--- src/rtl/dbg_scan_pkg.sv ---
package dbg_scan_pkg;

  typedef enum logic [3:0] {
    TS_RESET   = 4'h0,
    TS_IDLE    = 4'h1,
    TS_SEL_DR  = 4'h2,
    TS_CAP_DR  = 4'h3,
    TS_SH_DR   = 4'h4,
    TS_EX1_DR  = 4'h5,
    TS_PAU_DR  = 4'h6,
    TS_EX2_DR  = 4'h7,
    TS_UPD_DR  = 4'h8,
    TS_SEL_IR  = 4'h9,
    TS_CAP_IR  = 4'hA,
    TS_SH_IR   = 4'hB,
    TS_EX1_IR  = 4'hC,
    TS_PAU_IR  = 4'hD,
    TS_EX2_IR  = 4'hE,
    TS_UPD_IR  = 4'hF
  } tap_state_t;

  typedef enum logic [2:0] {
    DS_BYP, DS_ID, DS_DPA, DS_APA, DS_ABT
  } dr_sel_t;

  localparam int unsigned OP_W = 4;
  localparam logic [OP_W-1:0] OP_BYP = 4'b1111;
  localparam logic [OP_W-1:0] OP_ID  = 4'b1110;
  localparam logic [OP_W-1:0] OP_DPA = 4'b1010;
  localparam logic [OP_W-1:0] OP_APA = 4'b1011;
  localparam logic [OP_W-1:0] OP_ABT = 4'b1000;

  localparam logic [2:0] ACK_OK   = 3'b010;
  localparam logic [2:0] ACK_WAIT = 3'b001;

  function automatic tap_state_t tap_next(input tap_state_t s, input logic m);
    case (s)
      TS_RESET:  return m ? TS_RESET  : TS_IDLE;
      TS_IDLE:   return m ? TS_SEL_DR : TS_IDLE;
      TS_SEL_DR: return m ? TS_SEL_IR : TS_CAP_DR;
      TS_CAP_DR: return m ? TS_EX1_DR : TS_SH_DR;
      TS_SH_DR:  return m ? TS_EX1_DR : TS_SH_DR;
      TS_EX1_DR: return m ? TS_UPD_DR : TS_PAU_DR;
      TS_PAU_DR: return m ? TS_EX2_DR : TS_PAU_DR;
      TS_EX2_DR: return m ? TS_UPD_DR : TS_SH_DR;
      TS_UPD_DR: return m ? TS_SEL_DR : TS_IDLE;
      TS_SEL_IR: return m ? TS_RESET  : TS_CAP_IR;
      TS_CAP_IR: return m ? TS_EX1_IR : TS_SH_IR;
      TS_SH_IR:  return m ? TS_EX1_IR : TS_SH_IR;
      TS_EX1_IR: return m ? TS_UPD_IR : TS_PAU_IR;
      TS_PAU_IR: return m ? TS_EX2_IR : TS_PAU_IR;
      TS_EX2_IR: return m ? TS_UPD_IR : TS_SH_IR;
      default:   return m ? TS_SEL_DR : TS_IDLE;
    endcase
  endfunction

endpackage

--- src/rtl/dbg_tap_ctrl.sv ---
module dbg_tap_ctrl
  import dbg_scan_pkg::*;
(
  input  logic       clk,
  input  logic       rst,
  input  logic       tms,
  output tap_state_t state
);

  always_ff @(posedge clk) begin
    if (rst) state <= TS_RESET;
    else     state <= tap_next(state, tms);
  end

endmodule

--- src/rtl/dbg_ir_reg.sv ---
module dbg_ir_reg
  import dbg_scan_pkg::*;
#(
  parameter int unsigned IR_W = 4,
  parameter logic [IR_W-1:0] RESET_OP = 4'b1110
) (
  input  logic            clk,
  input  logic            rst,
  input  tap_state_t      state,
  input  logic            tdi,
  output logic [IR_W-1:0] ir_q,
  output logic            ir_so
);

  localparam logic [IR_W-1:0] CAP_VAL = {{(IR_W-2){1'b0}}, 2'b01};

  logic [IR_W-1:0] ir_sr;

  always_ff @(posedge clk) begin
    if (rst) begin
      ir_sr <= '0;
    end else begin
      case (state)
        TS_CAP_IR: ir_sr <= CAP_VAL;
        TS_SH_IR:  ir_sr <= {tdi, ir_sr[IR_W-1:1]};
        default:   ir_sr <= ir_sr;
      endcase
    end
  end

  always_ff @(posedge clk) begin
    if (rst || state == TS_RESET) ir_q <= RESET_OP;
    else if (state == TS_UPD_IR)  ir_q <= ir_sr;
  end

  assign ir_so = ir_sr[0];

endmodule

--- src/rtl/dbg_dr_chain.sv ---
module dbg_dr_chain
  import dbg_scan_pkg::*;
#(
  parameter int unsigned DATA_W = 32,
  parameter int unsigned ADDR_W = 2,
  parameter int unsigned ID_W   = 32,
  parameter logic [ID_W-1:0] ID_VAL = 32'h3BA00477
) (
  input  logic              clk,
  input  logic              rst,
  input  tap_state_t        state,
  input  logic [OP_W-1:0]   ir_q,
  input  logic              tdi,
  input  logic              rsp_busy,
  input  logic [DATA_W-1:0] rsp_rdata,
  output logic              dr_so,
  output logic              req_valid,
  output logic              req_ap,
  output logic [ADDR_W-1:0] req_addr,
  output logic              req_rnw,
  output logic [DATA_W-1:0] req_wdata,
  output logic              abort_pulse
);

  localparam int unsigned ACK_W = 3;
  localparam int unsigned ACC_W = DATA_W + ADDR_W + 1;
  localparam int unsigned CH_W  = (ACC_W > ID_W) ? ACC_W : ID_W;
  localparam int unsigned LEN_W = $clog2(CH_W + 1);

  dr_sel_t          sel;
  logic [LEN_W-1:0] dr_len;
  logic [CH_W-1:0]  sr, sr_shift, cap_val;
  logic [CH_W:0]    sr_ext;
  logic             cap_ok;

  always_comb begin
    case (ir_q)
      OP_ID:   sel = DS_ID;
      OP_DPA:  sel = DS_DPA;
      OP_APA:  sel = DS_APA;
      OP_ABT:  sel = DS_ABT;
      default: sel = DS_BYP;
    endcase
  end

  always_comb begin
    case (sel)
      DS_ID:                  dr_len = LEN_W'(ID_W);
      DS_DPA, DS_APA, DS_ABT: dr_len = LEN_W'(ACC_W);
      default:                dr_len = LEN_W'(1);
    endcase
  end

  always_comb begin
    cap_val = '0;
    case (sel)
      DS_ID: cap_val[ID_W-1:0] = ID_VAL;
      DS_DPA, DS_APA: begin
        cap_val[ACK_W-1:0]            = rsp_busy ? ACK_WAIT : ACK_OK;
        cap_val[ACK_W +: DATA_W]      = rsp_rdata;
      end
      default: cap_val = '0;
    endcase
  end

  assign sr_ext = {1'b0, sr};

  generate
    for (genvar i = 0; i < CH_W; i++) begin : g_cell
      always_comb begin
        if (i == int'(dr_len) - 1)     sr_shift[i] = tdi;
        else if (i < int'(dr_len) - 1) sr_shift[i] = sr_ext[i+1];
        else                           sr_shift[i] = 1'b0;
      end
    end
  endgenerate

  always_ff @(posedge clk) begin
    if (rst) begin
      sr     <= '0;
      cap_ok <= 1'b0;
    end else begin
      case (state)
        TS_CAP_DR: begin
          sr     <= cap_val;
          cap_ok <= !rsp_busy;
        end
        TS_SH_DR: sr <= sr_shift;
        default:  sr <= sr;
      endcase
    end
  end

  always_ff @(posedge clk) begin
    if (rst) begin
      req_valid   <= 1'b0;
      req_ap      <= 1'b0;
      req_addr    <= '0;
      req_rnw     <= 1'b0;
      req_wdata   <= '0;
      abort_pulse <= 1'b0;
    end else begin
      req_valid   <= 1'b0;
      abort_pulse <= 1'b0;
      if (state == TS_UPD_DR) begin
        case (sel)
          DS_DPA, DS_APA: begin
            if (cap_ok) begin
              req_valid <= 1'b1;
              req_ap    <= (sel == DS_APA);
              req_rnw   <= sr[0];
              req_addr  <= sr[1 +: ADDR_W];
              req_wdata <= sr[ACK_W +: DATA_W];
            end
          end
          DS_ABT:  abort_pulse <= sr[0];
          default: ;
        endcase
      end
    end
  end

  assign dr_so = sr[0];

endmodule

--- src/rtl/dbg_scan_port.sv ---
module dbg_scan_port
  import dbg_scan_pkg::*;
#(
  parameter int unsigned DATA_W = 32,
  parameter int unsigned ADDR_W = 2,
  parameter int unsigned ID_W   = 32,
  parameter logic [ID_W-1:0] ID_VAL = 32'h3BA00477
) (
  input  logic              tck,
  input  logic              rst,
  input  logic              tms,
  input  logic              tdi,
  output logic              tdo,
  output logic              req_valid,
  output logic              req_ap,
  output logic [ADDR_W-1:0] req_addr,
  output logic              req_rnw,
  output logic [DATA_W-1:0] req_wdata,
  output logic              abort_pulse,
  input  logic              rsp_busy,
  input  logic [DATA_W-1:0] rsp_rdata
);

  tap_state_t      st;
  logic [OP_W-1:0] ir_q;
  logic            ir_so, dr_so;

  dbg_tap_ctrl u_tap (
    .clk(tck), .rst(rst), .tms(tms), .state(st)
  );

  dbg_ir_reg #(.IR_W(OP_W), .RESET_OP(OP_ID)) u_ir (
    .clk(tck), .rst(rst), .state(st), .tdi(tdi), .ir_q(ir_q), .ir_so(ir_so)
  );

  dbg_dr_chain #(
    .DATA_W(DATA_W), .ADDR_W(ADDR_W), .ID_W(ID_W), .ID_VAL(ID_VAL)
  ) u_dr (
    .clk(tck), .rst(rst), .state(st), .ir_q(ir_q), .tdi(tdi),
    .rsp_busy(rsp_busy), .rsp_rdata(rsp_rdata), .dr_so(dr_so),
    .req_valid(req_valid), .req_ap(req_ap), .req_addr(req_addr),
    .req_rnw(req_rnw), .req_wdata(req_wdata), .abort_pulse(abort_pulse)
  );

  always_ff @(negedge tck) begin
    if (rst)                tdo <= 1'b0;
    else if (st == TS_SH_DR) tdo <= dr_so;
    else if (st == TS_SH_IR) tdo <= ir_so;
    else                    tdo <= 1'b0;
  end

endmodule

--- config.mk ---
export PLATFORM = sky130hd
export DESIGN_NAME = dbg_scan_port
export DESIGN_NICKNAME = d
export VERILOG_FILES = /design/src/rtl/dbg_scan_pkg.sv /design/src/rtl/dbg_tap_ctrl.sv /design/src/rtl/dbg_ir_reg.sv /design/src/rtl/dbg_dr_chain.sv /design/src/rtl/dbg_scan_port.sv
export SDC_FILE = /design/constraint.sdc
export NUM_CORES = 1
export LEC_CHECK = 0
export BUFFER_PORTS_ARGS = -buffer_cell sky130_fd_sc_hd__clkbuf_2
export CAP_MARGIN = 5
export CORE_UTILIZATION = 40
export CTS_CLUSTER_DIAMETER = 100
export DETAILED_ROUTE_END_ITERATION = 10
export SETUP_SLACK_MARGIN = 0.1
export SLEW_MARGIN = 20
export SYNTH_ARGS = -nofsm -noshare
export SYNTH_HDL_FRONTEND = slang
export SYNTH_SLANG_ARGS = --single-unit
--- constraint.sdc ---
create_clock -name tck -period 2.85 [get_ports tck]
set_input_delay 0.57 -clock tck [delete_from_list [all_inputs] [get_ports tck]]
set_output_delay 0.57 -clock tck [all_outputs]
set_load 0.02 [all_outputs]
Word level (Yosys, flattened, before mapping) --
Cells that the tools add are included.
Storage, ports and cells: output and inout bits 39, bits of input ports 37, bits in registers 87
Operators by class: bitwise logic cells 3, multiplexer cells 92, order comparisons 34, $add $sub $neg 1, equality and inequality tests 56, reductions and logical operators 13
Operator list (count):
- 6-bit by 32-bit == test with 1-bit output (first input constant) | 16
- 6-bit by 32-bit less-than comparator with 1-bit output (first input constant) | 16
- 5-bit by 32-bit == test with 1-bit output (first input constant) | 8
- 5-bit by 32-bit less-than comparator with 1-bit output (first input constant) | 8
- 4-bit by 32-bit == test with 1-bit output (first input constant) | 4
- 4-bit by 32-bit less-than comparator with 1-bit output (first input constant) | 4
- 7-bit by 32-bit == test with 1-bit output (first input constant) | 3
- 1-bit two-way mux | 75
- 35-bit case mux with 2 select lines | 1
- 3-bit by 32-bit == test with 1-bit output (first input constant) | 2
- 3-bit by 32-bit less-than comparator with 1-bit output (first input constant) | 2
- 7-bit by 32-bit less-than comparator with 1-bit output (first input constant) | 2
- 32-bit case mux with 2 select lines | 1
- 4-bit == test (second input constant) | 12
- 4-bit case mux with 11 select lines | 1
- 2-bit by 32-bit == test with 1-bit output (first input constant) | 1
- 32-bit zero test | 1
- 1-bit by 32-bit less-than comparator with 1-bit output (first input constant) | 1
- 2-bit by 32-bit less-than comparator with 1-bit output (first input constant) | 1
- 4-bit by 3-bit == test with 1-bit output (second input constant) | 4
- 4-bit two-way mux | 4
- 3-bit case mux with 4 select lines | 1
- 6-bit case mux with 2 select lines | 1
- 3-bit two-way mux | 3
- other kinds (15) | 27

Depth between registers and ports, before layout --
depth after elaboration 10, mapped depth 7, mapped depth without buffers 4

Hierarchy --
Synthesis repeated with hierarchy kept, for this count alone.
Second synthesis, totals: cells, all modules 436, area total of the unflattened synthesis 3748.6 µm²
By module, submodules not included:
- dbg_dr_chain | times used 1, area an instance 3062.9 µm², cells each 359
- dbg_ir_reg | times used 1, area an instance 326.6 µm², cells each 33
- dbg_tap_ctrl | times used 1, area an instance 291.5 µm², cells each 37
- dbg_scan_port | times used 1, area an instance 67.6 µm², cells each 7

==> impl_metrics.py <==
metrics = {
    "run_status": {
        "status": "finished, violations left",
        "violations": "design-rule violations",
    },
    "cts": {
        "post_cts_buffers": 0,
        "cts_tree": "built",
        "htree_levels": 3,
        "clk_latency_ns": 0.38,
        "clk_pin_slew_worst_paths_ns": 0.08,
        "numCtsBuffers": 9,
        "cts.sinks": 87,
        "cts_max_path_buffers": 2,
        "root_buffer": "clkbuf_8",
        "cts_hold_buf": 0,
    },
    "yosys": {
        "yosysSeqAreaShare": 0.474,
        "async_flop_share": 0,
        "synthCells": 437,
        "yosys_warnings": 0,
        "synth_most_common_cell": "nand2_1",
        "netlist_area_um2": 3670,
        "synthesis.nets": 474,
        "synth_top_area_frac": 0.474,
        "synthTopCellsByArea": "dfxtp_1 47%, nand2_1 10%, a221oi_2 6.9%",
        "yosysTopAreaCell": "dfxtp_1",
        "synth-main-ff-cell": "dfxtp_1",
        "yosys-top-cells-count": "102 x nand2_1, 87 x dfxtp_1, 46 x nor2_1",
        "synth_edf_count": 0,
        "synth_area_per_cell_um2": 8.41,
        "ys_ff_latch": 87,
        "yosys.cell_types.count": 46,
    },
    "global_routing": {
        "grt_pass1_wl_mm": 15.2,
        "antenna_found_initial": 0,
        "met1_usage": 0.270,
        "grt_pass1_vias": 3024,
        "grt_util_met2": 0.318,
        "grt_max_degree": 85,
        "grt_usage": 0.198,
        "grt_overflow_total": 0,
        "met3_usage": 0.0329,
        "top_usage_layer": "met2",
    },
    "setup_path": {
        "start_kind": "flip-flop",
        "worstReg2RegStart": "u_tap.state[1]$_SDFF_PP0_",
        "crit_path_end": "tdo",
        "required_ns": 2.28,
        "cp_max_fo": 1,
        "setup.worst_path.start": "tdo$_SDFF_NP0_",
        "reg2reg_depth": 4,
        "crit_buf_inv": 1,
        "crit_chain": "buf_8",
        "worst-path-stages": 1,
        "end_kind": "primary output",
        "ff2ff_setup_slack_ns": 0.32,
        "slowest_delay_ns": 0.31,
        "critPathArrivalTime_ns": 2.24,
        "crit_family": "flip-flops",
        "critPathKind": "reg2out",
        "critPathSlowestCell": "dfxtp_2",
        "r2r-end": "tdo$_SDFF_NP0_",
    },
    "drt": {
        "vias": 3337,
        "drtIter0Drc": 157,
        "ant_nets": 0,
        "first_pass_iters": 8,
        "routed_wl_mm": 9.33,
        "drc_errors": 12,
        "viasPerCell": 5.43,
        "route.detailed.wl_per_inst_um": 15.2,
    },
    "floorplanning": {
        "start_util": 0.417,
        "ios": 76,
        "die_w_um": 97.9,
        "rows": 34,
        "die_y_um": 97.9,
        "coreArea_um2": 8810,
        "dieArea_um2": 9570,
    },
    "sta": {
        "rsz0062_at_grt": "true",
        "final_max_slew_viol_count": 0,
        "worst_pin_slew_ns": 0.860,
        "fin_ws_ns": 0.0446,
        "holdWs_ns": 0.445,
        "slew_headroom": 0.427,
        "setup_viol": 0,
        "clock_skew_ns": 0.0400,
        "hold_viol": 0,
        "finalSetupTns_ns": 0,
    },
    "placed_design": {
        "port_buffers": 75,
        "routabilityCongestion": 0.838,
        "dp_hpwl_mm": 6.18,
        "post-place-ws_ns": 0.323,
    },
    "final_layout": {
        "layout.nets": 538,
        "fillers": 896,
        "final_core_util": 0.493,
        "drive_above_1_share": 0.255,
        "syn_to_final_growth_pct": 18.1,
        "diodes": 0,
    },
    "pwr": {
        "leakagePower_nw": 1.66,
        "power_density_nw_per_um2": 524,
        "peakVddDrop_mv": 0.279,
    },
    "min_path": {
        "worst_hold_path_type": "in2reg",
    },
    "run": {
        "cap_violations": 0,
    },
}
per-layer routing:
layer	wire, µm	share of wire
met5	0	0
met4	114	0.012
met2	4450	0.48
met1	4420	0.47
met3	345	0.037
power by group:
group | switching [mW] | internal [mW]
sequential | 0.0234 | 1.24
clock | 0.469 | 0.409
combinational | 0.0799 | 0.0585
total | 0.572 | 1.70
state kept, by name, summed over array words and instances (netlist names), 2 cells and up:
name            count
u_dr.sr            35
u_dr.req_wdata     32
u_ir.ir_q           4
u_ir.ir_sr          4
u_tap.state         4
u_dr.req_addr       2
layout by cell type, fill, tap and decap left out, drive strengths merged, types with 2 or more instances in the layout:
cell / n
and4: 2
nor4: 2
nand2b: 4
nor2b: 3
and4b: 2
nor2: 46
a32oi: 2
buf: 16
a21oi: 43
a211oi: 3
nand2: 102
inv: 5
a221oi: 20
o21ai: 9
nor3: 24
nor4b: 2
clkinv: 5
a311oi: 14
clkbuf: 83
dfxtp: 87
and3: 2
nand3: 7
how the worst min path moves through the flow:
| stage | slack [ns] | cells after the start | start | endpoint |
|---|---|---|---|---|
| 6_report | 0.45 | 2 | rsp_busy | u_dr.cap_ok$_SDFFE_PP0P_ |
| 5_1_grt | 0.44 | 2 | rsp_busy | u_dr.cap_ok$_SDFFE_PP0P_ |
| 4_1_cts | 0.44 | 2 | rsp_busy | u_dr.cap_ok$_SDFFE_PP0P_ |
| 3_5_place_dp | 0.45 | 2 | u_dr.req_wdata[21]$_SDFFE_PP0P_ | u_dr.req_wdata[21]$_SDFFE_PP0P_ |
| 3_3_place_gp | 0.44 | 2 | u_dr.req_wdata[28]$_SDFFE_PP0P_ | u_dr.req_wdata[28]$_SDFFE_PP0P_ |
| 2_1_floorplan | 0.45 | 2 | u_dr.sr[13]$_SDFFE_PP0P_ | u_dr.req_wdata[10]$_SDFFE_PP0P_ |
per-stage QoR:
stage / std cells / total power [mW] / cell area [µm²]
finish: 614 / 2.28 / 4340
global route: 614 / 2.36 / 4340
CTS: 614 / 2.29 / 4340
detailed placement: 598 / 1.43 / 4130
global placement: 598 / 1.43 / 4130
floorplan: 437 / 1.38 / 3670
area by class of cell:
class,instances,area [µm²],area share
inverter,4,15.0,0.00346
clock buffer,9,124,0.0285
sequential,87,1740,0.401
multi-input combinational,308,1740,0.400
timing repair buffer,90,510,0.118
tap,108,135,0.0311
clock inverter,8,77.6,0.0179
what timing repair did:
item | in CTS | in global routing
gates resized for setup | 3 | 1
pin swaps | 0 | 0
endpoints found under the setup margin | 1 | 1
logic make-up (layout without fill, tap and decap cells):
logic type      Yosys count  in the layout  share of synthesized area
simple gates            203            203                      0.247
compound gates          103            103                      0.220
flops                    87             87                      0.474
buf+inv                  42            111                     0.0541
xor+xnor                  1              1                    0.00238
mux                       1              1                    0.00272
Power figures use the tool's default switching activity.
